--- src/rtl/elastic_pkg.sv ---
package elastic_pkg;

  typedef enum logic [1:0] {
    OCC_NONE = 2'd0,
    OCC_ONE  = 2'd1,
    OCC_TWO  = 2'd2
  } occ_e;

  typedef struct packed {
    logic head_en;
    logic spare_en;
    logic head_from_spare;
  } half_ctl_t;

  localparam int unsigned NUM_HALVES = 2;

endpackage

--- src/rtl/es_half.sv ---
module es_half #(
  parameter int unsigned         W       = 8,
  parameter logic [W-1:0]        RST_VAL = '0
) (
  input  logic         clk,
  input  logic         rst,
  input  logic         en,
  input  logic [W-1:0] d,
  output logic [W-1:0] q
);

  always_ff @(posedge clk) begin
    if (rst)     q <= RST_VAL;
    else if (en) q <= d;
  end

endmodule

--- src/rtl/es_ctrl.sv ---
module es_ctrl
  import elastic_pkg::*;
#(
  parameter bit INIT_TOKEN = 1'b0
) (
  input  logic      clk,
  input  logic      rst,
  input  logic      up_valid,
  input  logic      dn_stop,
  output half_ctl_t ctl,
  output logic      dn_valid,
  output logic      up_stop
);

  localparam occ_e OCC_RESET = INIT_TOKEN ? OCC_ONE : OCC_NONE;

  occ_e occ_q, occ_nxt;
  logic take_in, give_out;

  assign take_in  = up_valid & ~up_stop;
  assign give_out = dn_valid & ~dn_stop;

  always_comb begin
    occ_nxt             = occ_q;
    ctl.head_en         = 1'b0;
    ctl.spare_en        = 1'b0;
    ctl.head_from_spare = 1'b0;
    unique case (occ_q)
      OCC_NONE: begin
        if (take_in) begin
          ctl.head_en = 1'b1;
          occ_nxt     = OCC_ONE;
        end
      end
      OCC_ONE: begin
        if (take_in && give_out) begin
          ctl.head_en = 1'b1;
        end else if (take_in) begin
          ctl.spare_en = 1'b1;
          occ_nxt      = OCC_TWO;
        end else if (give_out) begin
          occ_nxt = OCC_NONE;
        end
      end
      OCC_TWO: begin
        if (give_out) begin
          ctl.head_en         = 1'b1;
          ctl.head_from_spare = 1'b1;
          occ_nxt             = OCC_ONE;
        end
      end
      default: occ_nxt = OCC_NONE;
    endcase
  end

  always_ff @(posedge clk) begin
    if (rst) begin
      occ_q    <= OCC_RESET;
      dn_valid <= INIT_TOKEN;
      up_stop  <= 1'b0;
    end else begin
      occ_q    <= occ_nxt;
      dn_valid <= (occ_nxt != OCC_NONE);
      up_stop  <= (occ_nxt == OCC_TWO);
    end
  end

endmodule

--- src/rtl/elastic_stage2.sv ---
module elastic_stage2
  import elastic_pkg::*;
#(
  parameter int unsigned        DATA_W     = 8,
  parameter bit                 INIT_TOKEN = 1'b0,
  parameter logic [DATA_W-1:0]  INIT_DATA  = '0
) (
  input  logic              clk,
  input  logic              rst,
  input  logic              up_valid,
  input  logic [DATA_W-1:0] up_data,
  output logic              up_stop,
  output logic              dn_valid,
  output logic [DATA_W-1:0] dn_data,
  input  logic              dn_stop
);

  localparam int unsigned HEAD  = 0;
  localparam int unsigned SPARE = 1;

  half_ctl_t         ctl;
  logic [DATA_W-1:0] half_d  [NUM_HALVES];
  logic [DATA_W-1:0] half_q  [NUM_HALVES];
  logic              half_en [NUM_HALVES];

  es_ctrl #(.INIT_TOKEN(INIT_TOKEN)) u_ctrl (
    .clk      (clk),
    .rst      (rst),
    .up_valid (up_valid),
    .dn_stop  (dn_stop),
    .ctl      (ctl),
    .dn_valid (dn_valid),
    .up_stop  (up_stop)
  );

  always_comb begin
    half_d[HEAD]   = ctl.head_from_spare ? half_q[SPARE] : up_data;
    half_d[SPARE]  = up_data;
    half_en[HEAD]  = ctl.head_en;
    half_en[SPARE] = ctl.spare_en;
  end

  for (genvar g = 0; g < NUM_HALVES; g++) begin : g_half
    localparam logic [DATA_W-1:0] RV =
      (g == HEAD && INIT_TOKEN) ? INIT_DATA : {DATA_W{1'b0}};
    es_half #(.W(DATA_W), .RST_VAL(RV)) u_half (
      .clk (clk),
      .rst (rst),
      .en  (half_en[g]),
      .d   (half_d[g]),
      .q   (half_q[g])
    );
  end

  assign dn_data = half_q[HEAD];

endmodule

--- config.mk ---
export PLATFORM = sky130hd
export DESIGN_NAME = elastic_stage2
export DESIGN_NICKNAME = d
export VERILOG_FILES = /design/src/rtl/elastic_pkg.sv /design/src/rtl/es_half.sv /design/src/rtl/es_ctrl.sv /design/src/rtl/elastic_stage2.sv
export SDC_FILE = /design/constraint.sdc
export NUM_CORES = 1
export LEC_CHECK = 0
export CORE_MARGIN = 4
export CORE_UTILIZATION = 23
export DETAILED_ROUTE_END_ITERATION = 6
export DONT_BUFFER_PORTS = 1
export GPL_ROUTABILITY_DRIVEN = 0
export HOLD_SLACK_MARGIN = 0.15
export PLACE_DENSITY = 0.46
export SLEW_MARGIN = 40
export SYNTH_ARGS = -nofsm -noshare
export SYNTH_HDL_FRONTEND = slang
export SYNTH_SLANG_ARGS = --single-unit
--- constraint.sdc ---
create_clock -name clk -period 1.7 [get_ports clk]
set_input_delay 0.34 -clock clk [delete_from_list [all_inputs] [get_ports clk]]
set_output_delay 0.34 -clock clk [all_outputs]
set_load 0.05 [all_outputs]
# [Word-level counts from Yosys, hierarchy flattened]
# Cells that the tools add are included.
[word_totals] reg_bits=20 inputBits=12 out_inout_bits=10 elab_cells=29
[classes] eq_ne=3 mux=14 bitwise=4 reduce_logical=3
[op_table] cell="2-bit 2-to-1 mux" count=5
[op_table] cell="8-bit 2-to-1 mux" count=1
[op_table] cell="1-bit 2-to-1 mux" count=6
[op_table] cell="2-bit case mux with 3 select lines" count=1
[op_table] cell="2-bit == test, second input constant" count=2
[op_table] cell="1-bit case mux with 3 select lines" count=1
[op_table] cell="1-bit AND" count=2
[op_table] cell="2-bit by 1-bit == test with 1-bit output, second input constant" count=1
[op_table] cell="2-bit zero test" count=1
[op_table] cell="1-bit inverter" count=2
[op_table] cell="2-bit nonzero test" count=1
[op_table] cell="1-bit logical AND" count=1

# [Logic depth before layout (Yosys ltp)]
[depth] word_depth=7 depth_mapped=7 mapped_depth_nobuf=4

# [Cells and area by module]
# From an unflattened synthesis, not the netlist that was laid out.
[unflattened] cells_unflattened=83 area_unflattened_um2=925.9
[by_module_without_submodules] mod="es_half" n_inst=2 cells_per_inst=26 area_each_um2=285.3 seq_area_each_um2=160.2
[by_module_without_submodules] mod="es_ctrl" n_inst=1 cells_per_inst=22 area_each_um2=224.0 seq_area_each_um2=80.1
[by_module_without_submodules] mod="elastic_stage2" n_inst=1 cells_per_inst=9 area_each_um2=131.4 seq_area_each_um2=0.0

# [Least setup slack after synthesis]
# No wires, ideal clock.
[synth_path] path_type="register -> register" startpoint="reg u_ctrl.dn_valid" endpoint="reg g_half[0].u_half.q[2]" setup_time_ns=0.079 t_arrival_ns=1.686 required_ns=1.621 path_slack_ns=-0.065 stages_incl_launch_ff=7 n_path_buf=2 period_less_slack_ns=1.765 cell_sequence="dfxtp_1 > nor4bb_4 > buf_6 > a211o_4 > buf_8 > nor2_2 > a211oi_2"
[synth_via] elab_chain_cells=4 word_cells_on_any_way=7 classes_between="5 x mux; 1 x bitwise; 1 x reduce/logical"
[synth_lines] item="start: declaration" line="es_ctrl.sv:11" source="output logic dn_valid,"
[synth_lines] item="start signal: assignment" line="es_ctrl.sv:63" source="dn_valid <= (occ_nxt != OCC_NONE);"
[synth_lines] item="1-bit AND *" line="es_ctrl.sv:21" source="assign give_out = dn_valid & ~dn_stop;"
[synth_lines] item="1-bit logical AND or 1-bit 2-to-1 mux (tied branches)" line="es_ctrl.sv:36, es_ctrl.sv:46"
[synth_lines] item="1-bit 2-to-1 mux, on equally long branches" line="es_ctrl.sv:36, es_ctrl.sv:28"
[synth_lines] item="1-bit case mux with 3 select lines or 8-bit 2-to-1 mux (tied branches)" line="es_ctrl.sv:28, elastic_stage2.sv:37"
[synth_lines] item="end signal: assignment" line="es_half.sv:13" source="if (rst) q <= RST_VAL;"
[synth_lines] item="end signal: assignment" line="es_half.sv:14" source="else if (en) q <= d;"
[synth_lines] item="end: declaration" line="es_half.sv:9" source="output logic [W-1:0] q"
# Every way passes the cells marked *; elsewhere a longest branch is shown, timed or not.
# A chain may end at the register's enable or synchronous reset.

# [Final worst setup path]
[layout_path] startpoint="reg u_ctrl.occ_q[0]" endpoint="reg g_half[0].u_half.q[2]"
[layout_via] elab_chain_cells=3 word_cells_on_any_way=6 classes_between="2 x eq/ne; 3 x mux; 1 x reduce/logical"
[layout_lines] item="start: declaration" line="es_ctrl.sv:17" source="occ_e occ_q, occ_nxt;"
[layout_lines] item="start signal: assignment" line="es_ctrl.sv:62" source="occ_q <= occ_nxt;"
[layout_lines] item="2-bit == test" line="es_ctrl.sv:28" source="unique case (occ_q)"
[layout_lines] item="1-bit 2-to-1 mux" line="es_ctrl.sv:28"
[layout_lines] item="8-bit 2-to-1 mux" line="elastic_stage2.sv:37" source="half_d[HEAD] = ctl.head_from_spare ? half_q[SPARE] : up_data;"
# Parallel ways exist; a longest one is shown, timed or not.

==> out/summary.txt <==
Outcome: complete, no violations
Hold buffer count at CTS: 2
Seq/Total Area, Yosys: 44.3%
Power consumption: 1160 uW
Main combinational cell family by area after synthesis: multiplexers
Worst Setup End Kind: flip-flop
Post-synthesis simple-gate area fraction: 18.4%
Fraction of layout cells with a size suffix above 1: 20.2%
Top cell type's share of synthesized area: 44.3%
CTS tree: yes
Fin nets: 102
Rows: 22
First-pass GRT wire length: 3.09 mm
Via count: 609
Yosys top cell by area: dfxtp_1
Worst Tran Pin Value: 0.666 ns
Die ar.: 4990 um2
Ant diodes: 0
PD cells: 1140 nW/um2
CTS resizes: 0
Synth top cells by count: 20 x dfxtp_1, 17 x mux2i_1, 15 x nor2_1, 6 x a211oi_1
Finished Core Util: 27.6%
Cell Chain, Critical Path: nor4bb_4 > buf_4 > mux2i_1 > a211oi_2
Post-Synth XOR/XNOR Area: 0%
Highest achievable clock rate: 631 MHz
HPWL Detailed: 1.32 mm
Max-slew violations: 0
Synth area leaders: dfxtp_1 44%, mux2i_1 19%, nor2_1 6.2%
Clk root buf: clkbuf_8
Maximum capacitance violations: 0
DR DRC count: 0
Syn Inst Count: 84
Mux cell area share after synthesis: 20.1%
Worst R2R Start: u_ctrl.occ_q[0]
Initial Utilization: 24.3%
WP data arrival: 1.70 ns
Min-delay worst type: in2reg
R2r endpoint: g_half[0].u_half.q[2]
Die Wd: 70.7 um
Ys Warns: 0
Most common cell in the netlist: dfxtp_1
CTS Buffer Depth: 2
Worst Setup Start Kind: flip-flop
Top delay family on crit path: simple AND/OR/NAND/NOR gates
Compound-Gate Fraction of Synth Area: 11.8%
Async set-reset flop share out of synthesis: 0%
Final Critical Period: 1.58 ns
Post-synth top flop: dfxtp_1
Worst EP required: 1.81 ns
Clock latency on the worst-skew pair: 0.25 ns
I/O Pins: 22
Setup CP Type: reg2reg
Worst Path Buf+Inv: 1
Vias in the first global route: 645
Hold Crit Endpoint: u_ctrl.occ_q[1]
CTS sink count: 20
DRT Pass-1 Iters: 4
Num CTS Buffers: 3
Hold depth: 1
Vias per Instance: 4.45
Final period utilization: 93.2%
Post-route ant nets: 0
Hold path startpoint: rst
Peak VDD IR: 402 uV
Hold Violations, Final: 0
Reg2Reg Setup Slack: 0.12 ns
Post-Route Skew: 0.00109 ns
Number of flops mapped to enable cells by yosys: 0
Slew HR: 55.4%
Pleak: 0.000403 uW
Die Ht: 70.7 um
Synth unique cells: 23
Largest net degree at the start of global routing: 18
RSZ-0062 raised after global routing: false
Crit path max-delay cell type: nor4bb_4
Post-synthesis register bit count: 20
Max incr delay on CP: 0.44 ns
1st-iter DRT viols: 21
Net count after synthesis: 96
H-tree Lvls: 1
Final setup viols: 0
Port Buf Inserts: 0
CP Depth: 4
Routed length per placed instance: 13.3 um
Setup_tns: 0 ns
Routed wire length: 1.82 mm
Gr usage total: 7.89%
Core footprint: 3720 um2
CP Max Fanout: 7
Initial antenna violation count: 0
Syn Area/Cell: 10.8 um2
P&R area growth vs syn: 13.4%
Post-Syn Area: 903 um2
Setup bufs post-CTS: 0
GRT overflow: 0
Area share of fa/ha/maj cells after synthesis: 0%
Reg2reg path depth: 4
Clk slew on worst S/H paths: 0.07 ns
-- where the power goes --
| group | switching, uW | internal, uW | leakage, uW |
|---|---|---|---|
| Clock | 141 | 206 | 0.0000288 |
| Combinational | 96.1 | 80.8 | 0.000210 |
| Sequential | 127 | 513 | 0.000164 |
| Total | 365 | 800 | 0.000403 |
-- flip-flops by register name (all words and copies together), names as in the netlist --
| register | count |
|---|---|
| g_half.u_half.q | 16 |
| u_ctrl.dn_valid | 1 |
| u_ctrl.up_stop | 1 |
| u_ctrl.occ_q | 2 |
-- per-stage QoR --
step / instances / setup slack (ns) / instance area, um2 / hold slack (ns)
3_5_place_dp: 131 / 0.152 / 950 / 0.410
6_report: 137 / 0.115 / 1020 / 0.159
5_1_grt: 137 / 0.0307 / 1020 / 0.152
4_1_cts: 137 / 0.123 / 1020 / 0.152
3_3_place_gp: 131 / 0.183 / 950 / 0.408
2_1_floorplan: 84 / 0.0539 / 905 / 0.463
-- cell type report --
| class | instances | area [um2] |
|---|---|---|
| timing repair buffer | 6 | 50.0 |
| tap | 48 | 60.1 |
| inverter | 1 | 3.75 |
| sequential | 20 | 402 |
| clock buffer | 4 | 55.1 |
| multi-input combinational | 58 | 454 |
| fill | 399 | 2690 |
-- worst max-delay path by stage --
stage	startpoint	to	slack, ns
floorplan	u_ctrl.up_stop	g_half[0].u_half.q[2]	0.05
global placement	u_ctrl.occ_q[0]	g_half[0].u_half.q[3]	0.18
detailed placement	u_ctrl.occ_q[0]	g_half[0].u_half.q[2]	0.15
CTS	u_ctrl.occ_q[0]	g_half[0].u_half.q[2]	0.12
global route	u_ctrl.occ_q[0]	g_half[0].u_half.q[4]	0.03
finish	u_ctrl.occ_q[0]	g_half[0].u_half.q[2]	0.12
-- logic make-up (layout without fill, tap and decap cells) --
logic type / after synthesis / after routing
and+or+nand+nor: 28 / 28
DFF: 20 / 20
muxes: 18 / 18
AOI/OAI and AO/OA: 12 / 12
buffers and inverters: 6 / 11
-- per-layer routing --
layer	share of wire [%]	vias up	track usage, %
met5	0	-	0
met4	1.0	0	2.51
met3	11	2	4.83
met2	45	19	12.5
met1	43	279	8.85
li1	-	309	-
-- layout by cell type (no fill, tap or decap), types with 2 or more instances in the layout --
cell type      netlist  final
a211oi_1             6      6
a211oi_2             2      2
a21oi_1              2      2
buf_4                0      4
clkbuf_8             0      4
dfxtp_1             20     19
dlygate4sd3_1        0      2
mux2i_1             17     17
nor2_1              15     15
nor2_2               2      2
nor2b_1              2      2
nor3_1               2      2
Note: power is estimated with default switching activity, not from simulation.
